## config.mk

```make
export PLATFORM = sky130hd
export DESIGN_NAME = adc_settle_gate
export DESIGN_NICKNAME = d
export VERILOG_FILES = /design/src/rtl/adc_settle_pkg.sv /design/src/rtl/en_rise_detect.sv /design/src/rtl/settle_timer.sv /design/src/rtl/sample_gate.sv /design/src/rtl/adc_settle_gate.sv
export SDC_FILE = /design/constraint.sdc
export NUM_CORES = 1
export LEC_CHECK = 0
export BUFFER_PORTS_ARGS = -buffer_cell sky130_fd_sc_hd__buf_2
export CAP_MARGIN = 30
export CORE_MARGIN = 2
export CORE_UTILIZATION = 40
export CTS_BUF_LIST = sky130_fd_sc_hd__clkbuf_8
export CTS_CLUSTER_SIZE = 10
export DETAILED_ROUTE_END_ITERATION = 7
export MAX_ROUTING_LAYER = met4
export PLACE_DENSITY = 0.8
export REMOVE_ABC_BUFFERS = 1
export SLEW_MARGIN = 40
export SYNTH_ARGS = -nofsm -noshare
export SYNTH_HDL_FRONTEND = slang
export SYNTH_SLANG_ARGS = --single-unit
```

## constraint.sdc

```tcl
create_clock -name clk -period 2.4 [get_ports clk]
set_clock_uncertainty 0.2 [all_clocks]
set_input_delay 0.24 -clock clk [delete_from_list [all_inputs] [get_ports clk]]
set_output_delay 0.24 -clock clk [all_outputs]
set_load 0.02 [all_outputs]
```

## src/rtl/adc_settle_pkg.sv

```systemverilog
package adc_settle_pkg;
  localparam int SMP_W = 24;

  typedef struct packed {
    logic [SMP_W-1:0] l;
    logic [SMP_W-1:0] r;
  } stereo_t;
endpackage

```

## src/rtl/en_rise_detect.sv

```systemverilog
module en_rise_detect #(
  parameter int N_EN = 4
) (
  input  logic            clk,
  input  logic            rst_n,
  input  logic [N_EN-1:0] en,
  output logic            rise
);
  logic [N_EN-1:0] en_q;
  logic [N_EN-1:0] hit;

  for (genvar g = 0; g < N_EN; g++) begin : g_bit
    assign hit[g] = en[g] & ~en_q[g];
  end

  assign rise = |hit;

  always_ff @(posedge clk or negedge rst_n) begin
    if (!rst_n) en_q <= '0;
    else        en_q <= en;
  end
endmodule

```

## src/rtl/settle_timer.sv

```systemverilog
module settle_timer #(
  parameter int LONG_CYC  = 1059,
  parameter int SHORT_CYC = 267
) (
  input  logic clk,
  input  logic rst_n,
  input  logic start,
  input  logic short_sel,
  input  logic stb,
  output logic busy
);
  localparam int CNT_W = $clog2(LONG_CYC + 1);
  localparam logic [CNT_W-1:0] LONG_LAST  = CNT_W'(LONG_CYC - 1);
  localparam logic [CNT_W-1:0] SHORT_LAST = CNT_W'(SHORT_CYC - 1);

  logic [CNT_W-1:0] cnt_q, cnt_d;
  logic [CNT_W-1:0] last_q, last_d;
  logic             busy_q, busy_d;
  logic             upd;

  assign upd = start | (busy_q & stb);

  always_comb begin
    cnt_d  = cnt_q;
    last_d = last_q;
    busy_d = busy_q;
    if (start) begin
      busy_d = 1'b1;
      cnt_d  = '0;
      last_d = short_sel ? SHORT_LAST : LONG_LAST;
    end else if (busy_q && stb) begin
      if (cnt_q == last_q) begin
        busy_d = 1'b0;
        cnt_d  = '0;
      end else begin
        cnt_d = cnt_q + 1'b1;
      end
    end
  end

  always_ff @(posedge clk or negedge rst_n) begin
    if (!rst_n) begin
      cnt_q  <= '0;
      last_q <= LONG_LAST;
      busy_q <= 1'b0;
    end else if (upd) begin
      cnt_q  <= cnt_d;
      last_q <= last_d;
      busy_q <= busy_d;
    end
  end

  assign busy = busy_q;
endmodule

```

## src/rtl/sample_gate.sv

```systemverilog
module sample_gate
  import adc_settle_pkg::*;
(
  input  logic    clk,
  input  logic    rst_n,
  input  logic    stb,
  input  logic    force_zero,
  input  stereo_t din,
  output stereo_t dout
);
  stereo_t dout_q, dout_d;

  always_comb begin
    dout_d = force_zero ? '0 : din;
  end

  always_ff @(posedge clk or negedge rst_n) begin
    if (!rst_n)   dout_q <= '0;
    else if (stb) dout_q <= dout_d;
  end

  assign dout = dout_q;
endmodule

```

## src/rtl/adc_settle_gate.sv

```systemverilog
module adc_settle_gate
  import adc_settle_pkg::*;
#(
  parameter int N_EN      = 4,
  parameter int LONG_CYC  = 1059,
  parameter int SHORT_CYC = 267
) (
  input  logic             clk,
  input  logic             rst_n,
  input  logic [N_EN-1:0]  pwr_en,
  input  logic             short_sel,
  input  logic             smp_stb,
  input  logic [SMP_W-1:0] smp_l,
  input  logic [SMP_W-1:0] smp_r,
  output logic [SMP_W-1:0] out_l,
  output logic [SMP_W-1:0] out_r,
  output logic             busy
);
  logic [1:0] rst_pipe;
  logic       rst_sync_n;
  logic       start;
  stereo_t    din, dout;

  always_ff @(posedge clk or negedge rst_n) begin
    if (!rst_n) rst_pipe <= 2'b00;
    else        rst_pipe <= {rst_pipe[0], 1'b1};
  end
  assign rst_sync_n = rst_pipe[1];

  en_rise_detect #(.N_EN(N_EN)) u_edge (
    .clk  (clk),
    .rst_n(rst_sync_n),
    .en   (pwr_en),
    .rise (start)
  );

  settle_timer #(.LONG_CYC(LONG_CYC), .SHORT_CYC(SHORT_CYC)) u_timer (
    .clk      (clk),
    .rst_n    (rst_sync_n),
    .start    (start),
    .short_sel(short_sel),
    .stb      (smp_stb),
    .busy     (busy)
  );

  assign din.l = smp_l;
  assign din.r = smp_r;

  sample_gate u_gate (
    .clk       (clk),
    .rst_n     (rst_sync_n),
    .stb       (smp_stb),
    .force_zero(busy),
    .din       (din),
    .dout      (dout)
  );

  assign out_l = dout.l;
  assign out_r = dout.r;
endmodule

```

# Word-level counts from Yosys, hierarchy flattened
# Index checks and enable logic that the tools add are counted.
[word_totals]
reg_bits = 77
wordCells = 34
input_bits = 56
[op_classes]
n_bitwise = 10
reduce_logical = 7
muxes = 8
eq_ne = 1
add_sub_neg = 1
[op_table]
columns = ["op", "count"]
rows = [
  ["2-to-1 mux 48 bit", 1],
  ["2-to-1 mux 11 bit", 4],
  ["adder 11 x 1 -> 11 bit (second input constant)", 1],
  ["equality test 11 bit", 1],
  ["bitwise AND 1 bit", 5],
  ["NOT 1 bit", 4],
  ["AND reduction 2 bit", 2],
  ["nonzero test 2 bit", 2],
  ["OR reduction 4 bit", 1],
  ["2-to-1 mux 1 bit", 3],
  ["AND reduction 3 bit", 1],
  ["logical AND 1 bit", 1],
  ["OR 1 bit", 1],
]

# Depth between registers and ports, before layout
# Gate-level depths: netlist of the first run.
[logic_depth]
word_depth = 5
ltp_mapped = 5

# Cells and area by module
# Synthesis of the first run repeated with hierarchy kept, for this count alone.
[unflattened]
cells_unflattened = 292
area_unflattened_um2 = 3031.7
[by_module_without_submodules]
columns = ["mod", "area_per_inst_um2", "cells_per_inst", "n_inst", "seq_area_each_um2"]
rows = [
  ["sample_gate", 2080.7, 207, 1, 1201.2],
  ["settle_timer", 759.5, 73, 1, 351.6],
  ["en_rise_detect", 137.6, 9, 1, 100.1],
  ["adc_settle_gate", 53.8, 3, 1, 50.0],
]

# Worst setup path after synthesis of the first run
# Ideal clock, no wire load.
[synth_path]
kind = "flip-flop to flip-flop"
start = "register u_timer.cnt_q[7]"
end = "register u_timer.cnt_q[1]"
t_arrival_ns = 1.234
required_ns = 2.058
path_stages_with_launch = 5
setup_ns = 0.142
slack_ns = 0.824
cell_sequence = "dfrtp_1 > nor4_1 > o2111ai_2 > o21bai_4 > a311oi_2"
[synth_between]
elab_chain_cells = 4
[synth_lines]
columns = ["item", "line_no", "rtl"]
rows = [
  ["from (decl)", "settle_timer.sv:16", "logic [CNT_W-1:0] cnt_q, cnt_d;"],
  ["from (signal assigned)", "settle_timer.sv:47", "cnt_q <= cnt_d;"],
  ["equality test 11 bit", "settle_timer.sv:32", "if (cnt_q == last_q) begin"],
  ["2-to-1 mux 11 bit", "settle_timer.sv:32", ""],
  ["2-to-1 mux 11 bit", "settle_timer.sv:31", "end else if (busy_q && stb) begin"],
  ["2-to-1 mux 11 bit", "settle_timer.sv:27", "if (start) begin"],
]
# No other way between the ends. The select of a mux whose other input is x is not followed.
# A chain may end at the register's enable or synchronous reset.

# Worst setup path in the final report of the first run
[layout_path]
start = "register u_timer.busy_q, in the netlist u_timer.busy"
end = "output busy"
[layout_lines]
columns = ["item", "line_no", "rtl"]
rows = [
  ["from (decl)", "settle_timer.sv:18", "logic busy_q, busy_d;"],
  ["from (signal assigned)", "settle_timer.sv:49", "busy_q <= busy_d;"],
  ["to (decl)", "adc_settle_gate.sv:17", "output logic busy"],
]
# No word-level cell between the ends.

==> run metrics, run 1 <==
number of different library cells in the post-synthesis netlist=35; Max Cap Viol=0; Clock Latency Late Sink=330 ps; number of nets in the final layout=approximately 500; cell type with the highest aggregate area in the netlist=dfrtp_1; destination of the critical timing path=busy; CTS Buf Count=9; average wire per cell in the routed design=around 13 um; number of fill cells in the layout=567; Worst VDD drop=~0.36 mV; CP required=1960 ps; end of the worst register-to-register path=u_timer.cnt_q[1]; number of port buffers=approximately 100; flip-flop and latch count after synthesis=68; nature of the critical path endpoint=primary output; gp weighted congestion=a little under 0.9; number of vias in the routed layout=2589; Core Region=around 0.0072 mm^2; area overhead of the layout relative to synthesis=46.5%; register-to-register setup slack=a little under 600 ps; FMAX=538 MHz; height of the chip=about 90 um; overall die width=90.1 um; drt first-iter violations=120; shortest clock period the worst path allows after layout=1860 ps; number of H-tree levels=3; DRC errors left=0; post-layout total power=~0.0023 W; Worst Max-Slew Pin Slew=683 ps; Via density=around 4.7; Mean Syn Cell Area=10.4 um^2; share of Yosys cell area claimed by the top area cell type=0.565; number of antenna violations at the first check in global routing=0; Reg-to-Reg Start=u_timer.cnt_q[6]; setup repair after global routing missed its margin=no; critical path fanouts, max=33; number of antenna-violating nets in the routed design=0; Total Routed Length=between 7000 and 8000 um; status=finished, final reports clean; cell area after synthesis=between 0.002 and 0.003 mm^2; remaining max-slew budget at the tightest pin=0.545; starting density of the core=0.411; P_leak=2.06 nW; count of final setup violators=0; Worst setup startpoint=u_timer.busy; Placed Area=around 0.0036 mm^2; fin area=roughly 0.0043 mm^2; clock tree from TritonCTS=yes; die area=0.00812 mm^2; Max Transition Viols Final=0; worst min-delay path category=input pin to async pin; Cells after Synth=285; clock tree buffer depth=2; post_cts resized=0; clock tree root driver cell=clkbuf_8; clock sink total=between 60 and 70; final global-route overflow total=0; ranking of synthesized cells by area=dfrtp_1 (57%), nand3b_1 (11%), o21ai_0 (6.9%), inv_1 (6.2%), nor2_1 (1.8%); type of the worst setup path=flip-flop to primary output; final hold violation count=0; total half-perimeter wirelength after legalization and detailed placement=between 4000 and 5000 um; Top-Level Pins=approximately 110; length of the first detailed-routing pass in iterations=4; overall routing resource usage=0.194; Rows=31; ratio of final minimum period to clock period=0.774; diodes inserted=0; Total Neg Setup Slack=0 ps; first-pass GRT wire length=roughly 12000 um; number of warnings printed during yosys synthesis=0; via count of the first global-routing pass=2485; ratio of cells with drive above 1 in the final layout=0.299; data arrival time of the critical path=between 1000 and 1500 ps; CTS clock-pin slew for the worst setup and hold paths=roughly 70 ps; Setup crit start kind=flip-flop; maximum number of pins on one net before global-route repair=a little over 80; PwrDens=roughly 540 mW/mm^2; reg2reg path depth=4; share of synthesized area occupied by flip-flops and latches=0.574
-- final cells by class --
cell class              instances  area (um^2)  area share
clock buffers                  11          151      0.0348
flip-flops and latches         68         1700       0.392
repair buffers                162         1120       0.257
inverters                      49          184      0.0423
multi-input cells             153         1010       0.234
clock inverters                 5         51.3      0.0118
well taps                      99          124      0.0285
-- cell usage after synthesis (all sizes together) --
library cell  number
dfrtp             67
inv               49
o21ai             44
nand3b            43
nor2              15
clkbuf             9
buf                6
nand2              6
xnor2              6
a22o               5
nand2b             4
nor3               4
a21oi              3
nand4              3
nor4               3
xor2               3
and3               2
ha                 2
o2111ai            2
o21bai             2
a311oi             1
and4               1
conb               1
dfstp              1
mux2               1
nand3              1
o31ai              1
-- kinds of logic (layout without fill, tap and decap cells) --
logic type,count (synthesis),in the layout,share of synthesized area
other,1,1,0.00126
xor gates and xnor gates,9,9,0.0266
and+or+nand+nor,82,82,0.184
muxes,1,1,0.00380
DFF,68,68,0.574
adders and majority gates,2,2,0.00844
AOI/OAI and AO/OA,58,58,0.119
buffers and inverters,64,227,0.0835
-- how the worst min path moves through the flow --
| stage | endpoint | cells past startpoint | slack [ps] |
|---|---|---|---|
| after floorplan | rst_pipe[0] | 0 | -260 |
| after global placement | rst_pipe[0] | 1 | -170 |
| after detailed placement | rst_pipe[0] | 1 | -170 |
| after CTS | rst_pipe[1] | 2 | 4 |
| after global routing | rst_pipe[0] | 2 | 30 |
| final | rst_pipe[1] | 2 | 20 |
-- through the flow --
| stage | util | worst slack, ps | std cells | hold WS [ps] |
|---|---|---|---|---|
| final | 0.602 | 542 | 547 | 20.4 |
| after global routing | 0.602 | 457 | 547 | 32.4 |
| after floorplan | - | 168 | 270 | -256 |
| after CTS | 0.602 | 543 | 547 | 3.80 |
| after detailed placement | 0.499 | 608 | 477 | -173 |
| after global placement | 0.499 | 670 | 477 | -174 |
-- layer usage --
| metal | wire (um) | track usage |
|---|---|---|
| met5 | 0 | - |
| met4 | 186 | 0.0936 |
| met3 | 302 | 0.0377 |
| met2 | 3540 | 0.301 |
| met1 | 3210 | 0.245 |
-- sequential cells by signal (all words and copies together) (netlist names) --
register,count
u_edge.en_q,4
u_timer.cnt_q,11
rst_pipe,2
u_timer.last_q,2
u_timer.busy,1
u_gate.dout,48
-- placed cells by master (no fill, tap or decap), drive strengths merged, types with 3 or more instances in the layout --
cell         netlist  layout
xor2               3       3
nand2b             4       4
clkbuf             9      11
xnor2              6       6
nor2              15      15
nand3b            43      43
dlygate4sd3        0      54
dfrtp             67      67
nor4               3       3
a21oi              3       3
buf                6     108
inv               49      50
nand4              3       3
o21ai             44      44
nand2              6       6
a22o               5       5
nor3               4       4
-- repair_timing --
item	CTS	global route
hold buffers	54	0
hold endpoints to repair	56	0
buffers inserted	0	0
-- critical path, cell delays in order (launching register included) --
cell	delay, ps
dfrtp_1	530
buf_4	330
buf_2	220
-- report_power, final --
group / leakage, nW / internal [W] / switching (W)
Combinational: 1.03 / 0.000117 / 0.0000925
Clock: 0.107 / 0.000529 / 0.000418
Sequential: 0.923 / 0.00116 / 0.0000201
Total: 2.06 / 0.00181 / 0.000530
(Power assumes the default switching activity.)
==> run 2, diff against run 1 <==
PLACE_DENSITY = 0.77   (was 0.8)
clock period = 1.74 ns   (was 2.4 ns; I/O delays follow)
==> run 2 against run 1 <==
Effect of this change: total power grew 40%; register-to-register slack worse by 510 ps; routed wire length rose by 2.7%; setup slack got worse by 460 ps; critical endpoint is now u_timer.cnt_q[1]; non-clock buffer count up 7; worst hold slack improved by 7.2 ps; flip-flop and latch count unchanged; count of clock-buffer cells in the layout stayed put; utilization rose by 1.1 points; combinational power up 48%; first-iteration DRC count down 35%; final cell count up 1.3%; critical path type is now flip-flop to flip-flop.
==> run metrics, run 2 (synthesized netlist as in run 1, its figures left out) <==
status=finished, final reports clean; Worst VDD drop=between 0.6 and 0.7 mV; routed wl met3=approximately 240 um; PwrDens=740 mW/mm^2; worst min-delay path category=input pin to flip-flop; average wire per cell in the routed design=~13 um; total half-perimeter wirelength after legalization and detailed placement=roughly 4400 um; number of antenna violations at the first check in global routing=0; post-layout total power=0.00327 W; most frequent cells in the layout=buf_2 (104), dfrtp_1 (65), dlygate4sd3_1 (56); DRC errors left=0; starting density of the core=0.411; leading cell type in the layout, fill and taps excluded=buf_2; ratio of cells with drive above 1 in the final layout=0.312; clock tree from TritonCTS=yes; CP delay by family, top=compound AO/OA/AOI/OAI gates; number of port buffers=approximately 100; Via density=4.70; remaining max-slew budget at the tightest pin=0.625; Total Neg Setup Slack=0 ps; drt first-iter violations=78; worst-path cell with the longest stage delay=dfrtp_1; type of the worst setup path=flip-flop to flip-flop; clock tree root driver cell=clkbuf_8; Setup crit start kind=flip-flop; Worst Max-Slew Pin Slew=~560 ps; Rows=31; Max Transition Viols Final=0; Top-Level Pins=~110; CP required=between 1500 and 2000 ps; overall routing resource usage=0.196; setup repair after global routing missed its margin=yes; Clock Latency Late Sink=330 ps; data arrival time of the critical path=~1700 ps; clock sink total=a little under 70; Total Routed Length=7430 um; Met2 Wirelength=around 4000 um; number of H-tree levels=3; number of nets in the final layout=508; CTS clock-pin slew for the worst setup and hold paths=80 ps; count of final setup violators=0; final global-route overflow total=0; first-pass GRT wire length=12500 um; via count of the first global-routing pass=2626; diodes inserted=0; die area=just over 0.008 mm^2; FMAX=approximately 600 MHz; hold_ws=27.6 ps; number of antenna-violating nets in the routed design=0; height of the chip=around 90 um; maximum number of pins on one net before global-route repair=84; list of cells traversed by the critical path=and3_1 -> o2111ai_2 -> o21bai_4 -> a311oi_2; critical path fanouts, max=10; final hold violation count=0; nature of the critical path endpoint=flip-flop; ratio of final minimum period to clock period=0.954; gp weighted congestion=between 0.8 and 0.9; number of vias in the routed layout=between 2000 and 3000; uppermost metal layer occupied by signal nets=met4; Crit path buffers/inverters=0; number of setup buffers added after CTS=0; area overhead of the layout relative to synthesis=49.1%; shortest clock period the worst path allows after layout=about 1700 ps; CTS Buf Count=9; Max Cap Viol=0; Met1 Routed Length=3210 um; Core Region=a little over 0.007 mm^2; P_leak=approximately 2.1 nW; Slowest Stage Delay on Critical Path=around 450 ps; length of the first detailed-routing pass in iterations=4; flip-flop count of the largest register, all copies and words added=48; overall die width=90.1 um; clock tree buffer depth=2
==> run 2: changes by cell type in the layout (fill, tap and decap cells not counted) <==
cell	change
buf_4	+4
buf_6	+1
clkinv_2	-1
clkinvlp_4	+1
dfrtp_1	-1
dfrtp_2	+1
dlygate4sd3_1	+2
inv_1	-1
inv_6	+1
nor4_1	-1
nor4_2	+1
==> run 2: area by class of cell <==
class	count	area, um^2
flip-flops and latches	68	1710
clock inverters	5	58.8
inverters	49	184
repair buffers	169	1180
well taps	99	124
fillers	605	2790
clock buffers	11	151
multi-input cells	153	1020
==> run 2: worst paths after layout <==
| check | depth (start not counted) | end | slack (ps) | start |
|---|---|---|---|---|
| worst max-delay path | 4 | u_timer.cnt_q[1] | 80 | u_timer.cnt_q[3] |
| worst min-delay path | 2 | u_gate.dout[17] | 30 | smp_stb |
| worst max register to register | 4 | u_timer.cnt_q[1] | 80 | u_timer.cnt_q[3] |
| worst min register to register | 0 | u_timer.last_q[5] | 60 | rst_pipe[1] |
| max in group asynchronous | 1 | u_timer.cnt_q[6] | 300 | rst_pipe[1] |
| min in group asynchronous | 0 | u_timer.last_q[5] | 60 | rst_pipe[1] |
==> run 2: metal layers <==
layer | global-route usage | vias to the layer above
li1 | - | 1264
met2 | 0.338 | 61
met4 | 0.0538 | 0
met5 | - | -
met3 | 0.0469 | 11
met1 | 0.229 | 1268
==> run 2: timing repair <==
action                                  CTS  global route
hold endpoints to repair                 69             0
resized for setup                         2             1
endpoints found under the setup margin    9             9
pin swaps                                 1             1
hold buffers                             56             0
gates cloned                              0             0
==> run 2: through the flow <==
stage | area (um^2) | std cells | worst slack [ps] | util
after floorplan | 2900 | 270 | -492 | -
after global placement | 3640 | 482 | 48.9 | 0.505
after detailed placement | 3640 | 482 | -14.1 | 0.505
after CTS | 4420 | 554 | 49.1 | 0.613
after global routing | 4420 | 554 | -32.5 | 0.613
final | 4420 | 554 | 80.7 | 0.613
==> run 2: report_power, final <==
group	leakage, nW	switching [W]	total (W)	internal [W]
logic	1.07	0.000142	0.000310	0.000168
registers	0.923	0.0000150	0.00162	0.00160
clock network	0.102	0.000603	0.00135	0.000743
==> run 3, diff against run 2 <==
MAX_ROUTING_LAYER = not set   (was met4)
==> run 3 against run 2 <==
Effect of this change: non-clock buffer count fell by 1; utilization fell by 0.12 points; register-to-register slack improved by 20 ps; routed wire length fell by 2.5%; first-iteration DRC count rose by 21%; flip-flop and latch count did not move; sequential share of layout area rose by 0.077 points; global-route usage fell by 1.4 points; final cell count fell by 0.18%; design area fell by 0.20%; critical path type unchanged; largest power group unchanged.
==> run metrics, run 3 (synthesized netlist as in run 1, its figures left out) <==
Worst VDD drop=0.560 mV; number of port buffers=104; worst setup slack after layout=97.9 ps; switching power of the nets=about 0.00075 W; length of the first detailed-routing pass in iterations=4; first-pass GRT wire length=approximately 12000 um; clock tree root driver cell=clkbuf_8; number of antenna violations at the first check in global routing=0; remaining max-slew budget at the tightest pin=0.639; relative contribution of sequential cells to total power=0.504; Core Region=between 0.007 and 0.008 mm^2; number of vias in the routed layout=2576; area of combinational cells with multiple inputs=between 0.001 and 0.0015 mm^2; Top-Level Pins=between 100 and 150; clock sink total=68; Total Routed Length=roughly 7200 um; nature of the critical path endpoint=flip-flop; die area=approximately 0.0081 mm^2; shortest clock period the worst path allows after layout=between 1500 and 2000 ps; worst slack at placement=-40.9 ps; final global-route overflow total=0; most frequent cells in the layout=buf_2 (104), dfrtp_1 (65), dlygate4sd3_1 (56); reg2reg path depth=4; ratio of final minimum period to clock period=0.944; CTS Buf Count=9; register cell area after layout=approximately 0.0017 mm^2; starting density of the core=0.411; CTS clock-pin slew for the worst setup and hold paths=~80 ps; share of power burned in combinational logic=0.095; final hold violation count=0; status=finished, final reports clean; list of cells traversed by the critical path=nor4_2 -> o2111ai_2 -> o21bai_4 -> nor2_1; hold_ws=~53 ps; gp weighted congestion=about 0.81; worst min-delay path category=input pin to flip-flop; Max Transition Viols Final=0; worst-path cell with the longest stage delay=dfrtp_1; area overhead of the layout relative to synthesis=48.8%; number of setup buffers added after CTS=0; clock tree from TritonCTS=yes; leading cell type in the layout, fill and taps excluded=buf_2; P_leak=2.08 nW; number of antenna-violating nets in the routed design=0; post-layout total power=0.00321 W; Setup crit start kind=flip-flop; critical path fanouts, max=10; average wire per cell in the routed design=approximately 13 um; DRC errors left=0; number of nets in the final layout=~500; overall die width=90.1 um; Switching Share=0.232; Max Cap Viol=0; diodes inserted=0; non-filler cells, final=about 550; data arrival time of the critical path=about 1700 ps; flip-flop count of the largest register, all copies and words added=48; maximum number of pins on one net before global-route repair=between 80 and 90; Clock Latency Late Sink=between 300 and 400 ps; FMAX=609 MHz; Rows=31; number of H-tree levels=3; Worst Max-Slew Pin Slew=around 540 ps; number of placed instances, taps included=481; count of final setup violators=0; Slowest Stage Delay on Critical Path=400 ps; count of cells along the worst hold path=2; Final Util=0.612; drt first-iter violations=between 90 and 100; setup repair after global routing missed its margin=no; PwrDens=between 700 and 800 mW/mm^2; ratio of cells with drive above 1 in the final layout=0.311; via count of the first global-routing pass=2512; clock tree buffer depth=2; total half-perimeter wirelength after legalization and detailed placement=between 4000 and 5000 um; Internal Pwr Total=0.00247 W; type of the worst setup path=flip-flop to flip-flop; overall routing resource usage=0.182; Via density=~4.7; height of the chip=~90 um; share of total power in the clock network=0.401; CP required=about 1800 ps; number of fill cells in the layout=between 500 and 600
==> run 3: cell types whose count changed in the layout (fill, tap and decap cells not counted) <==
cell | before | now
buf_4 | 6 | 5
clkbuf_8 | 11 | 10
clkinv_2 | 1 | 0
clkinv_4 | 0 | 1
clkinvlp_4 | 2 | 3
inv_1 | 49 | 50
inv_6 | 1 | 0
o2111ai_1 | 1 | 0
o2111ai_2 | 1 | 2
==> run 3: cell type report <==
type,instances,area share
clock inverter,6,0.0147
tap,99,0.0281
multi-input combinational,153,0.233
clock buffer,10,0.0312
sequential,68,0.386
timing repair buffer,168,0.265
inverter,49,0.0417
==> run 3: critical path, delay by kind of cell, from the launching register on <==
| kind | cells | cell delay (ps) |
|---|---|---|
| DFF | 1 | 400 |
| and+or+nand+nor | 2 | 420 |
| AOI/OAI and AO/OA | 2 | 500 |
==> run 3: per-layer routing <==
layer | vias up | part of all wire | global-route usage
li1 | 1264 | - | -
met1 | 1227 | 0.44 | 0.216
met2 | 81 | 0.50 | 0.322
met3 | 4 | 0.053 | 0.0545
met4 | 0 | 0.0058 | 0.0474
met5 | - | 0 | 0
==> run 3: per-stage QoR <==
step / TNS [ps] / area, um^2
2_1_floorplan: -34330 / 2900
3_3_place_gp: 0 / 3630
3_5_place_dp: -265 / 3630
4_1_cts: 0 / 4410
5_1_grt: 0 / 4410
6_report: 0 / 4410
==> run 3: worst paths after layout <==
kind | slack (ps) | from | end
max | 100 | u_timer.cnt_q[7] | u_timer.cnt_q[7]
min | 50 | smp_stb | u_gate.dout[23]
max reg2reg | 100 | u_timer.cnt_q[7] | u_timer.cnt_q[7]
min reg2reg | 70 | rst_pipe[1] | u_timer.last_q[5]
max in group asynchronous | 300 | rst_pipe[1] | u_timer.cnt_q[7]
min in group asynchronous | 70 | rst_pipe[1] | u_timer.last_q[5]
==> run 3: power groups by stage <==
stage / Sequential (W) / Combinational (W) / Clock, W
after global routing: 0.00162 / 0.000335 / 0.00140
after floorplan: 0.00167 / 0.0000509 / 0
after detailed placement: 0.00165 / 0.000202 / 0
after global placement: 0.00165 / 0.000197 / 0
after CTS: 0.00162 / 0.000304 / 0.00134
final: 0.00162 / 0.000305 / 0.00129
==> run 3: repair_timing <==
| action | CTS | global route |
|---|---|---|
| hold endpoints to repair | 68 | 0 |
| setup endpoints to repair | 11 | 2 |
| gates resized for setup | 2 | 2 |
| hold buffers | 56 | 0 |
| pin swaps | 1 | 0 |
